--- config.mk ---
export PLATFORM = sky130hd
export DESIGN_NAME = sar_conv_ctrl
export DESIGN_NICKNAME = d
export VERILOG_FILES = /design/src/rtl/sar_pkg.sv /design/src/rtl/sar_prescale.sv /design/src/rtl/sar_seq.sv /design/src/rtl/sar_conv_ctrl.sv
export SDC_FILE = /design/constraint.sdc
export NUM_CORES = 1
export LEC_CHECK = 0
export BUFFER_PORTS_ARGS = -buffer_cell sky130_fd_sc_hd__buf_2
export CAP_MARGIN = 20
export CORE_ASPECT_RATIO = 1.4
export CORE_MARGIN = 5
export CORE_UTILIZATION = 27
export CTS_CLUSTER_SIZE = 30
export DETAILED_ROUTE_END_ITERATION = 12
export GPL_ROUTABILITY_DRIVEN = 1
export GPL_TIMING_DRIVEN = 0
export PLACE_DENSITY = 0.42
export SETUP_SLACK_MARGIN = 0.05
export SYNTH_ARGS = -nofsm -noshare
export SYNTH_HDL_FRONTEND = slang
export SYNTH_SLANG_ARGS = --single-unit
--- constraint.sdc ---
create_clock -name clk -period 5.05 [get_ports clk]
set_clock_uncertainty 0.05 [all_clocks]
set_input_delay 0.2525 -clock clk [delete_from_list [all_inputs] [get_ports clk]]
set_output_delay 0.2525 -clock clk [all_outputs]
set_load 0.02 [all_outputs]
--- src/rtl/sar_pkg.sv ---
package sar_pkg;
    localparam int RES_W = 10;
    localparam int SAMPLE_TICKS = 2;
    localparam int DIV_W = 7;

    typedef enum logic [1:0] {
        S_IDLE   = 2'd0,
        S_SAMPLE = 2'd1,
        S_SEARCH = 2'd2
    } sar_state_e;

    localparam logic [1:0] A_CTRL = 2'd0;
    localparam logic [1:0] A_MUX  = 2'd1;
    localparam logic [1:0] A_LOW  = 2'd2;
    localparam logic [1:0] A_HIGH = 2'd3;
endpackage

--- src/rtl/sar_prescale.sv ---
module sar_prescale #(
    parameter int DW = 7
) (
    input  logic       clk,
    input  logic       rst_n,
    input  logic       en,
    input  logic [2:0] sel,
    output logic       tick
);
    logic [DW-1:0] cnt;
    logic [DW-1:0] mask;

    // ratio 2^sel, with code 0 sharing the divide-by-2 setting
    always_comb begin
        if (sel == 3'd0) mask = DW'(1);
        else             mask = DW'((1 << sel) - 1);
    end

    always_ff @(posedge clk) begin
        if (!rst_n || !en) cnt <= '0;
        else               cnt <= cnt + 1'b1;
    end

    assign tick = en && ((cnt & mask) == mask);
endmodule

--- src/rtl/sar_seq.sv ---
module sar_seq
    import sar_pkg::*;
#(
    parameter int W = RES_W,
    parameter int NSAMP = SAMPLE_TICKS
) (
    input  logic         clk,
    input  logic         rst_n,
    input  logic         en,
    input  logic         go,
    input  logic         free_run,
    input  logic         tick,
    input  logic         cmp_in,
    output logic [W-1:0] trial_code,
    output logic         busy,
    output logic         load,
    output logic         done,
    output logic [W-1:0] result
);
    localparam int IW = $clog2(W);
    localparam int SW = $clog2(NSAMP + 1);

    sar_state_e    st, st_n;
    logic [W-1:0]  code, code_n;
    logic [IW-1:0] idx, idx_n;
    logic [SW-1:0] smp, smp_n;
    logic [W-1:0]  trial;

    always_ff @(posedge clk) begin
        if (!rst_n) begin
            st   <= S_IDLE;
            code <= '0;
            idx  <= '0;
            smp  <= '0;
        end else begin
            st   <= st_n;
            code <= code_n;
            idx  <= idx_n;
            smp  <= smp_n;
        end
    end

    always_comb begin
        st_n   = st;
        code_n = code;
        idx_n  = idx;
        smp_n  = smp;
        done   = 1'b0;
        load   = 1'b0;
        trial  = code;
        result = code;
        unique case (st)
            S_IDLE: begin
                code_n = '0;
                if (go) begin
                    st_n  = S_SAMPLE;
                    smp_n = '0;
                    load  = 1'b1;
                end
            end
            S_SAMPLE: begin
                if (tick) begin
                    if (smp == SW'(NSAMP - 1)) begin
                        st_n   = S_SEARCH;
                        code_n = W'(1) << (W - 1);
                        idx_n  = IW'(W - 1);
                    end else begin
                        smp_n = smp + 1'b1;
                    end
                end
            end
            S_SEARCH: begin
                if (tick) begin
                    if (!cmp_in) trial[idx] = 1'b0;
                    if (idx == '0) begin
                        done   = 1'b1;
                        result = trial;
                        code_n = '0;
                        if (free_run) begin
                            st_n  = S_SAMPLE;
                            smp_n = '0;
                            load  = 1'b1;
                        end else begin
                            st_n = S_IDLE;
                        end
                    end else begin
                        trial[idx - 1'b1] = 1'b1;
                        code_n = trial;
                        idx_n  = idx - 1'b1;
                    end
                end
            end
            default: st_n = S_IDLE;
        endcase
        if (!en) begin
            st_n   = S_IDLE;
            code_n = '0;
            done   = 1'b0;
            load   = 1'b0;
        end
    end

    assign trial_code = code;
    assign busy = (st != S_IDLE);
endmodule

--- src/rtl/sar_conv_ctrl.sv ---
module sar_conv_ctrl
    import sar_pkg::*;
(
    input  logic             clk,
    input  logic             rst_n,
    input  logic [1:0]       addr,
    input  logic             wr_en,
    input  logic             rd_en,
    input  logic [7:0]       wdata,
    output logic [7:0]       rdata,
    input  logic             cmp_in,
    output logic [RES_W-1:0] trial_code,
    output logic [2:0]       chan_out,
    output logic [1:0]       ref_out,
    output logic             irq
);
    logic             en, free, ie, flag, start_req, left, lock;
    logic [2:0]       div, mux_ch, chan_act;
    logic [1:0]       ref_sel;
    logic [RES_W-1:0] res_q, seq_res;
    logic             tick, busy, load, done;
    logic             ctrl_wr;

    assign ctrl_wr = wr_en && (addr == A_CTRL);

    sar_prescale #(.DW(DIV_W)) i_pre (
        .clk(clk), .rst_n(rst_n), .en(en), .sel(div), .tick(tick)
    );

    sar_seq #(.W(RES_W), .NSAMP(SAMPLE_TICKS)) i_seq (
        .clk(clk), .rst_n(rst_n), .en(en), .go(start_req), .free_run(free),
        .tick(tick), .cmp_in(cmp_in), .trial_code(trial_code), .busy(busy),
        .load(load), .done(done), .result(seq_res)
    );

    always_ff @(posedge clk) begin
        if (!rst_n) begin
            en <= 1'b0; free <= 1'b0; ie <= 1'b0; flag <= 1'b0;
            start_req <= 1'b0; div <= '0;
            left <= 1'b0; ref_sel <= '0; mux_ch <= '0;
            res_q <= '0; lock <= 1'b0; chan_act <= '0;
        end else begin
            if (done && !free) start_req <= 1'b0;
            if (ctrl_wr) begin
                en   <= wdata[7];
                free <= wdata[5];
                ie   <= wdata[3];
                div  <= wdata[2:0];
                if (wdata[7] && wdata[6]) start_req <= 1'b1;
                if (!wdata[7])            start_req <= 1'b0;
            end
            if (done)                         flag <= 1'b1;
            else if (ctrl_wr && wdata[4])     flag <= 1'b0;
            if (wr_en && addr == A_MUX) begin
                left    <= wdata[7];
                ref_sel <= wdata[6:5];
                mux_ch  <= wdata[2:0];
            end
            if (load) chan_act <= mux_ch;
            if (done && !lock) res_q <= seq_res;
            if (rd_en && addr == A_LOW)       lock <= 1'b1;
            else if (rd_en && addr == A_HIGH) lock <= 1'b0;
        end
    end

    always_comb begin
        unique case (addr)
            A_CTRL:  rdata = {en, start_req, free, flag, ie, div};
            A_MUX:   rdata = {left, ref_sel, 2'b00, mux_ch};
            A_LOW:   rdata = left ? {res_q[1:0], 6'b0} : res_q[7:0];
            default: rdata = left ? res_q[9:2] : {6'b0, res_q[9:8]};
        endcase
    end

    assign chan_out = en ? (busy ? chan_act : mux_ch) : 3'd0;
    assign ref_out  = en ? ref_sel : 2'd0;
    assign irq      = flag && ie;
endmodule

==> results of run 1 <==
-- worst max-delay path, cell delays in order (launching register included) --
cell	delay, ns
dfxtp_1	0.38
inv_1	0.11
ha_1	0.14
buf_2	0.17
and2b_1	0.26
and2_1	0.24
nand2_1	0.21
nor3_1	0.33
buf_2	0.35
mux2i_1	0.23
nor2_1	0.05
-- power by group --
part	total, mW	switching (mW)	internal (mW)	leakage (nW)
combinational	0.0539	0.0352	0.0187	0.805
sequential	0.427	0.00475	0.422	0.428
clock	0.342	0.159	0.182	0.0659
-- kinds of logic after synthesis --
group / after synthesis / synth area share [%]
simple gates: 136 / 23.0
compound gates: 98 / 22.0
flops: 53 / 36.4
buf+inv: 29 / 3.82
mux: 24 / 8.34
fa+ha+maj: 10 / 4.30
xor+xnor: 7 / 2.11
-- final timing paths --
kind                          endpoint  slack (ns)
max              res_q[6]$_SDFFE_PN0P_        2.40
max reg2reg      res_q[6]$_SDFFE_PN0P_        2.40
min                  lock$_SDFFE_PN0P_        0.14
min reg2reg  i_seq.smp[1]$_SDFFE_PN0P_        0.43
-- cell usage in the layout (no fill, tap or decap), types with 6 or more instances in the layout --
master / n
clkbuf_1: 16
buf_2: 40
o21ai_0: 15
a21oi_1: 38
nand2b_1: 6
nand3_1: 15
mux2i_1: 22
nor2_1: 35
ha_1: 10
and2_1: 8
nor2b_1: 19
inv_1: 10
dfxtp_1: 53
nand2_1: 33
a311oi_1: 6
-- registers in the layout, indices dropped and copies added (netlist names), 2 cells and up --
signal            cells
chan_act              3
i_seq.idx             4
i_seq.st              2
div                   3
i_pre.cnt             7
i_seq.trial_code     10
mux_ch                3
i_seq.smp             2
res_q                10
ref_sel               2
-- metal layers --
layer	share of wire [%]	vias up	routed length (um)
met5	0	-	0
met3	3.4	15	315
met2	51	64	4700
met1	43	1295	3920
li1	-	1362	-
met4	2.2	0	201
-- final cells by class --
type / instances / area, sq um / share of cell area (%)
clock inverters: 2 / 16.3 / 0.476
well taps: 141 / 176 / 5.16
repair buffers: 38 / 190 / 5.56
flip-flops and latches: 53 / 1060 / 31.0
plain buffers: 19 / 73.8 / 2.16
inverters: 10 / 37.5 / 1.10
clock buffers: 5 / 125 / 3.66
multi-input cells: 275 / 1740 / 50.9
-- metrics by stage --
stage | cell area [sq um] | setup slack (ns) | hold slack, ns | cells
after floorplan | 2910 | 2.85 | 0.320 | 357
after global placement | 3280 | 2.45 | 0.414 | 536
after detailed placement | 3280 | 2.40 | 0.421 | 536
after CTS | 3420 | 2.39 | 0.129 | 543
after global routing | 3420 | 2.11 | 0.139 | 543
final | 3420 | 2.40 | 0.140 | 543
==> impl_metrics.tcl, run 1 <==
set metrics [dict create \
    powerDensity_nw_per_um2 240 \
    gp_congestion 0.848 \
    wire_per_inst_um 16.8 \
    post_cts_resized 0 \
    num_antenna_cells 0 \
    cts_buffer_depth 2 \
    drt-pass1-iter-count 4 \
    yosys-top-cells-count "dfxtp_1 (53), a21oi_1 (38), nor2_1 (35), nand2_1 (33), mux2i_1 (22)" \
    rsz0062_at_grt "no" \
    crit_path_max_fanout 10 \
    fin_nets 427 \
    yosysMostFrequentCell "dfxtp_1" \
    grt-ovfl-total 0 \
    portBuffers 38 \
    final.setup.tns_ns 0 \
    clk_pin_slew_ns 0.07 \
    h-tree-depth 2 \
    drt_iter0_markers 187 \
    fillers 1199 \
    synth_seq_cells 53 \
    min_from "rd_en" \
    p_leak_nw 1.30 \
    cts_inserted_buffers 5 \
    synthCells 357 \
    synth_top_area_share_pct 36.4 \
    coreArea_sq_um 10700 \
    vdd_drop_max_v 0.000117 \
    grt_max_degree 17 \
    synthFlopType "dfxtp_1" \
    syn-num-nets 382 \
    timing.final.crit_share_pct 52.5 \
    wl_um 9150 \
    globalRouteMet3Util_pct 2.53 \
    ys_async_sr_fraction_pct 0 \
    start_util_pct 27.2 \
    clk-insertion-delay-late_ns 0.29 \
    hp-class "input pin to register" \
    grt_pass1_wl_um 14900 \
    status "finished clean" \
    ff2ff_path_depth 10 \
    grtUsageMet1_pct 16.7 \
    cts_tree "yes" \
    ios 39 \
    grtUsageTotal_pct 14.3 \
    critPathRequiredTime_ns 5.16 \
    endpoint_kind "register" \
    drc 0 \
    yosysTopAreaCell "dfxtp_1" \
    maxCapViolCount 0 \
    synth_area_leaders "dfxtp_1 (36%), mux2i_1 (7.6%), a21oi_1 (6.5%), nor2_1 (4.5%), ha_1 (4.3%)" \
    finalPower_mw 0.822 \
    avgViaCountPerCell 5.04 \
    rows 45 \
    crit_path_start "i_seq.idx[0]$_SDFFE_PN0P_" \
    die_h_um 133 \
    place_hpwl_um 7090 \
    relSlewSlack_pct 42.3 \
    grt.busiest_layer "met2" \
    arrival_ns 2.76 \
    area_growth_pct 17.4 \
    period_needed_ns 2.65 \
    numClockSinks 53 \
    antenna_found_initial 0 \
    worstMarginPinSlew_ns 0.855 \
    ys_types 47 \
    ys_warn_count 0 \
    ys_seq_area_share_pct 36.4 \
    cts-hold-fix-buffers 0 \
    fin_util_pct 32.0 \
    hold_viol 0 \
    grt_pass1_vias 2801 \
    die_w_um 97.8 \
    drive_gt1_share_pct 13.7 \
    dieArea_sq_um 13000 \
    maxSlewViolCount 0 \
    avgSynthCellArea_sq_um 8.16 \
    syn_area_sq_um 2910 \
    synth_edf_count 0 \
    clockRootBuffer "clkbuf_16" \
    met2_usage_pct 26.0 \
    holdPathStages 2 \
    via_count 2736 \
    post_cts.repair.setup_buffers 0 \
    setup.worst_path.class "register to register" \
    r2r_start "i_seq.idx[0]$_SDFFE_PN0P_" \
    start_kind "register" \
    max_freq_mhz 377 \
    ant_nets 0 \
    setup_viol_count_final 0 \
]
Note: power is estimated with default switching activity, not from simulation.
==> run 2, diff against run 1 <==
--- a/config.mk
+++ b/config.mk
@@ -5,6 +5,7 @@
 export SDC_FILE = /design/constraint.sdc
 export NUM_CORES = 1
 export LEC_CHECK = 0
+export ABC_AREA = 1
 export BUFFER_PORTS_ARGS = -buffer_cell sky130_fd_sc_hd__buf_2
 export CAP_MARGIN = 20
 export CORE_ASPECT_RATIO = 1.4
@@ -14,7 +15,7 @@
 export DETAILED_ROUTE_END_ITERATION = 12
 export GPL_ROUTABILITY_DRIVEN = 1
 export GPL_TIMING_DRIVEN = 0
-export PLACE_DENSITY = 0.42
+export PLACE_DENSITY = 0.44
 export SETUP_SLACK_MARGIN = 0.05
 export SYNTH_ARGS = -nofsm -noshare
 export SYNTH_HDL_FRONTEND = slang
==> constraint.sdc (replaced) <==
create_clock -name clk -period 2.4 [get_ports clk]
set_clock_uncertainty 0.05 [all_clocks]
set_input_delay 0.12 -clock clk [delete_from_list [all_inputs] [get_ports clk]]
set_output_delay 0.12 -clock clk [all_outputs]
set_load 0.02 [all_outputs]
==> run 2 against run 1 <==
  * Power up 130%
  * Combinational power grew 120%
  * Critical path depth is 1 higher
  * Sequential power is 110% higher
  * Largest cell class unchanged
  * Via count up 7.8%
  * Highest routed layer unchanged
  * Sequential share of layout area is 0.20 points lower
  * Critical endpoint is now chan_act[2]$_SDFFE_PN0P_
  * Utilization rose by 0.94 points
  * Final area is 0.66% higher
  * Maximum frequency is 33% higher
==> impl_metrics.tcl, run 2 <==
set metrics [dict create \
    status "finished clean" \
    die_h_um 133 \
    portBuffers 37 \
    multi_input_area_sq_um 1580 \
    mostFrequentLayoutCells "nand2_1 (109), nor2_1 (77), inv_1 (53), dfxtp_1 (53), o21ai_0 (38)" \
    p_seq_share_pct 48.1 \
    grtUsageTotal_pct 13.7 \
    r2r_end "chan_act[2]$_SDFFE_PN0P_" \
    ant_nets 0 \
    p_leak_nw 1.42 \
    ys_async_sr_fraction_pct 0 \
    p_sw_share_pct 23.1 \
    p_switching_mw 0.436 \
    synth_edf_count 0 \
    power_frac_comb_pct 6.3 \
    h-tree-depth 2 \
    area_growth_pct 18.8 \
    yosysTopAreaCell "dfxtp_1" \
    max_freq_mhz 501 \
    ys_types 28 \
    antenna_found_initial 0 \
    start_util_pct 27.7 \
    synthCells 447 \
    setup_viol_count_final 0 \
    maxSlewViolCount 0 \
    r2r_slack_ns 0.40 \
    vdd_drop_max_v 0.000301 \
    yosys-top-cells-count "nand2_1 (109), nor2_1 (77), dfxtp_1 (53), inv_1 (53), o21ai_0 (38)" \
    syn_area_sq_um 2900 \
    grt_pass1_vias 2819 \
    synth_area_leaders "dfxtp_1 (37%), nand2_1 (14%), nor2_1 (10%), inv_1 (6.9%), o21ai_0 (6.6%)" \
    drive_gt1_share_pct 13.0 \
    cts_tree "yes" \
    worstMarginPinSlew_ns 0.520 \
    ios 39 \
    die_w_um 97.6 \
    dpl.cell_count 622 \
    synth_top_area_share_pct 36.6 \
    holdPathStages 3 \
    drt-pass1-iter-count 4 \
    pre_cts_ws_ns 0.395 \
    grt-ovfl-total 0 \
    drt_iter0_markers 145 \
    synthFlopType "dfxtp_1" \
    drc 0 \
    fin_ws_ns 0.404 \
    critPathRequiredTime_ns 2.55 \
    clockRootBuffer "clkbuf_16" \
    syn-num-nets 472 \
    yosysMostFrequentCell "nand2_1" \
    holdWs_ns 0.0388 \
    finalPower_mw 1.89 \
    timing.final.crit_share_pct 83.2 \
    numClockSinks 53 \
    setup.worst_path.class "register to register" \
    regArea_sq_um 1060 \
    hold_end "ie$_SDFFE_PN0P_" \
    clk_pin_slew_ns 0.07 \
    cts_inserted_buffers 5 \
    post_cts.repair.setup_buffers 0 \
    internal_power_mw 1.45 \
    instances_no_fill 631 \
    synth_seq_cells 53 \
    clk-insertion-delay-late_ns 0.30 \
    final_common_cell "nand2_1" \
    fin_nets 517 \
    coreArea_sq_um 10500 \
    maxCapViolCount 0 \
    avgViaCountPerCell 4.67 \
    gp_congestion 0.837 \
    relSlewSlack_pct 65.3 \
    endpoint_kind "register" \
    via_count 2949 \
    rows 44 \
    fillers 1187 \
    start_kind "register" \
    grt_pass1_wl_um 14300 \
    period_needed_ns 2.00 \
    wire_per_inst_um 13.6 \
    num_antenna_cells 0 \
    min_from "wdata[3]" \
    arrival_ns 2.14 \
    grt_max_degree 17 \
    wl_um 8560 \
    crit_path_max_fanout 6 \
    powerDensity_nw_per_um2 548 \
    ys_seq_area_share_pct 36.6 \
    ff2ff_path_depth 11 \
    r2r_start "i_seq.idx[0]$_SDFFE_PN0P_" \
    cts_buffer_depth 2 \
    hp-class "input pin to register" \
    clkPwrFrac_pct 45.6 \
    ys_warn_count 0 \
    avgSynthCellArea_sq_um 6.48 \
    hold_viol 0 \
    dieArea_sq_um 12900 \
    rsz0062_at_grt "no" \
    final.setup.tns_ns 0 \
    place_hpwl_um 6770 \
]
run 2: power by group through the flow:
stage	logic, mW	registers (mW)	clock network [mW]
6_report	0.119	0.907	0.861
5_1_grt	0.135	0.909	0.928
4_1_cts	0.121	0.908	0.895
3_5_place_dp	0.119	0.928	0
3_3_place_gp	0.120	0.929	0
2_1_floorplan	0.0737	0.922	0
run 2: layout make-up:
cell class	instances	share of cell area, %
well taps	138	5.02
clock inverters	2	1.09
clock buffers	6	4.03
inverters	59	6.43
multi-input cells	328	45.9
repair buffers	38	5.67
plain buffers	7	0.981
flip-flops and latches	53	30.8
run 2: cells by family (layout without fill, tap and decap cells):
group	Yosys count	count (layout)	share of synthesized area, %
fa+ha+maj	10	10	4.32
flops	53	53	36.6
buf+inv	66	112	8.81
simple gates	232	232	34.3
compound gates	86	86	15.9
run 2: what timing repair did:
item | in CTS | in global routing
resized for setup | 0 | 0
endpoints found under the hold margin | 1 | 0
hold buffers | 1 | 0
run 2: metrics by stage:
| step | area, sq um | util (%) |
|---|---|---|
| 5_1_grt | 3440 | 32.9 |
| 4_1_cts | 3440 | 32.9 |
| 2_1_floorplan | 2900 | - |
| 3_5_place_dp | 3260 | 31.1 |
| 6_report | 3440 | 32.9 |
| 3_3_place_gp | 3260 | 31.1 |
run 2: routing by layer:
layer	GRT usage (%)	share of wire, %	vias to the layer above
li1	-	-	1535
met1	16.3	44	1337
met2	24.3	50	65
met3	2.32	3.5	12
met4	5.23	2.5	0
met5	0	0	-
run 2: worst max-delay path by stage:
stage / cells past startpoint / endpoint / start
6_report: 11 / chan_act[2]$_SDFFE_PN0P_ / i_seq.idx[0]$_SDFFE_PN0P_
5_1_grt: 11 / i_seq.trial_code[8]$_SDFFE_PN0P_ / i_seq.idx[0]$_SDFFE_PN0P_
4_1_cts: 9 / res_q[4]$_SDFFE_PN0P_ / i_seq.idx[0]$_SDFFE_PN0P_
3_5_place_dp: 11 / chan_act[2]$_SDFFE_PN0P_ / i_seq.idx[0]$_SDFFE_PN0P_
3_3_place_gp: 11 / i_seq.trial_code[8]$_SDFFE_PN0P_ / i_seq.idx[0]$_SDFFE_PN0P_
2_1_floorplan: 11 / chan_act[0]$_SDFFE_PN0P_ / i_seq.idx[0]$_SDFFE_PN0P_
run 2: worst max-delay path, cell delays in order, from the launching register on:
cell	delay [ns]
dfxtp_1	0.33
inv_1	0.15
ha_1	0.30
nand2_1	0.13
nor2_2	0.13
inv_1	0.08
nor2_2	0.19
nand4_1	0.12
nand2_1	0.19
nand3_1	0.10
nand2_1	0.07
nor2_1	0.04
==> run 3, diff against run 2 <==
==> constraint.sdc (replaced) <==
create_clock -name clk -period 1.7 [get_ports clk]
set_clock_uncertainty 0.05 [all_clocks]
set_input_delay 0.085 -clock clk [delete_from_list [all_inputs] [get_ports clk]]
set_output_delay 0.085 -clock clk [all_outputs]
set_load 0.02 [all_outputs]
==> run 3 against run 2 <==
  * Flip-flop and latch count unchanged
  * Global-route usage is essentially flat
  * Sequential share of layout area fell by 2.0 points
  * Final area increased by 8.5%
  * Via count increased by 1.4%
  * Critical path type unchanged
  * Largest power group unchanged
  * Critical path depth decreased by 1
==> impl_metrics.tcl, run 3 (synthesized netlist as in run 2, its figures left out) <==
set metrics [dict create \
    wire_per_inst_um 14.1 \
    timing.final.crit_share_pct 94.7 \
    start_kind "register" \
    ios 39 \
    dieArea_sq_um 12900 \
    antenna_found_initial 0 \
    crit_chain "inv_4 -> ha_4 -> nand2_4 -> nor2_4 -> inv_2 -> nor2_4 -> buf_6 -> nand3b_4 -> o21ai_0 -> nor2_1" \
    clk-insertion-delay-late_ns 0.29 \
    drt_iter0_markers 126 \
    clk_pin_slew_ns 0.07 \
    worstMarginPinSlew_ns 0.543 \
    cpMaxStageDelayCell "dfxtp_4" \
    endpoint_kind "register" \
    num_antenna_cells 0 \
    grt-ovfl-total 0 \
    powerDensity_nw_per_um2 672 \
    drt-pass1-iter-count 5 \
    numClockSinks 53 \
    mostFrequentLayoutCells "nand2_1 (104), nor2_1 (70), inv_1 (46)" \
    critPathRequiredTime_ns 1.84 \
    grt_pass1_wl_um 14500 \
    drc 0 \
    gp_congestion 0.836 \
    maxCapViolCount 0 \
    grtUsageTotal_pct 13.7 \
    arrival_ns 1.75 \
    fin_nets 528 \
    start_util_pct 27.7 \
    final_common_cell "nand2_1" \
    cts_buffer_depth 2 \
    maxSlewViolCount 0 \
    final.setup.tns_ns 0 \
    grt_max_degree 16 \
    vdd_drop_max_v 0.000389 \
    crit_path_max_incr_delay_ns 0.36 \
    hp-class "input pin to register" \
    place_hpwl_um 6740 \
    fin_util_pct 35.7 \
    p_leak_nw 1.56 \
    rsz0062_at_grt "yes" \
    setup_viol_count_final 0 \
    worst_path_most_repeated_cell "nor2_4" \
    relSlewSlack_pct 63.8 \
    portBuffers 37 \
    via_count 2990 \
    setup.worst_path.class "register to register" \
    dpl_cell_area_sq_um 3260 \
    h-tree-depth 2 \
    area_growth_pct 28.9 \
    cts_tree "yes" \
    clockRootBuffer "clkbuf_16" \
    wl_um 9010 \
    status "finished clean" \
    hold_viol 0 \
    cp_num_buf_inv 3 \
    rows 44 \
    die_h_um 133 \
    max_freq_mhz 621 \
    fillers 1161 \
    finalPower_mw 2.51 \
    grt_pass1_vias 2933 \
    fin_area_sq_um 3740 \
    avgViaCountPerCell 4.66 \
    drive_gt1_share_pct 23.7 \
    coreArea_sq_um 10500 \
    crit_path_max_fanout 5 \
    holdWs_ns 0.0260 \
    cts_inserted_buffers 5 \
    period_needed_ns 1.61 \
    critPathTopFamily "simple AND/OR/NAND/NOR gates" \
    ant_nets 0 \
    die_w_um 97.6 \
]
-- run 3: worst paths after layout --
check	startpoint	endpoint	slack [ns]	cells after the start
setup / recovery	i_seq.idx[1]$_SDFFE_PN0P_	res_q[1]$_SDFFE_PN0P_	0.09	10
setup reg to reg	i_seq.idx[1]$_SDFFE_PN0P_	res_q[1]$_SDFFE_PN0P_	0.09	10
hold reg to reg	i_seq.smp[1]$_SDFFE_PN0P_	i_seq.smp[1]$_SDFFE_PN0P_	0.42	2
hold / removal	wdata[0]	div[0]$_SDFFE_PN0P_	0.03	3
-- run 3: through the flow --
| step | setup WS (ns) | instances |
|---|---|---|
| after global routing | 0.00117 | 641 |
| final | 0.0896 | 641 |
| after detailed placement | -0.262 | 622 |
| after global placement | -0.265 | 622 |
| after CTS | 0.0253 | 634 |
| after floorplan | 0.0559 | 447 |
-- run 3: repair_timing --
action,in CTS,in global routing
gates resized for setup,28,52
endpoints found under the hold margin,1,0
hold buffers,1,0
setup endpoints to repair,40,37
gates cloned,0,1
pin swaps,6,8
buffers inserted,4,6
-- run 3: metal layers --
| metal | vias to the layer above | global-route usage, % | routed length (um) | part of all wire (%) |
|---|---|---|---|---|
| met4 | 0 | 4.54 | 155 | 1.7 |
| met5 | - | 0 | 0 | 0 |
| met3 | 11 | 2.42 | 341 | 3.8 |
| met2 | 73 | 25.1 | 4650 | 52 |
| li1 | 1553 | - | - | - |
| met1 | 1353 | 16.0 | 3870 | 43 |
-- run 3: cell type report --
| cell class | count | area [sq um] | area share [%] |
|---|---|---|---|
| clock buffer | 6 | 139 | 3.72 |
| sequential | 53 | 1080 | 28.9 |
| buffer | 7 | 35.0 | 0.938 |
| inverter | 59 | 234 | 6.26 |
| clock inverter | 1 | 7.51 | 0.201 |
| multi-input combinational | 329 | 1790 | 48.0 |
| tap | 138 | 173 | 4.62 |
| timing repair buffer | 48 | 277 | 7.40 |
-- run 3: where the power goes --
part	total [mW]	switching (mW)	internal, mW
sequential	1.28	0.0232	1.26
clock	1.04	0.465	0.579
combinational	0.183	0.122	0.0612
total	2.51	0.610	1.90
-- run 3: worst register-to-register path, cell delays in order, from the launching register on --
cell	delay (ns)
dfxtp_4	0.36
inv_4	0.06
ha_4	0.15
nand2_4	0.06
nor2_4	0.13
inv_2	0.07
nor2_4	0.15
buf_6	0.15
nand3b_4	0.11
o21ai_0	0.17
nor2_1	0.05
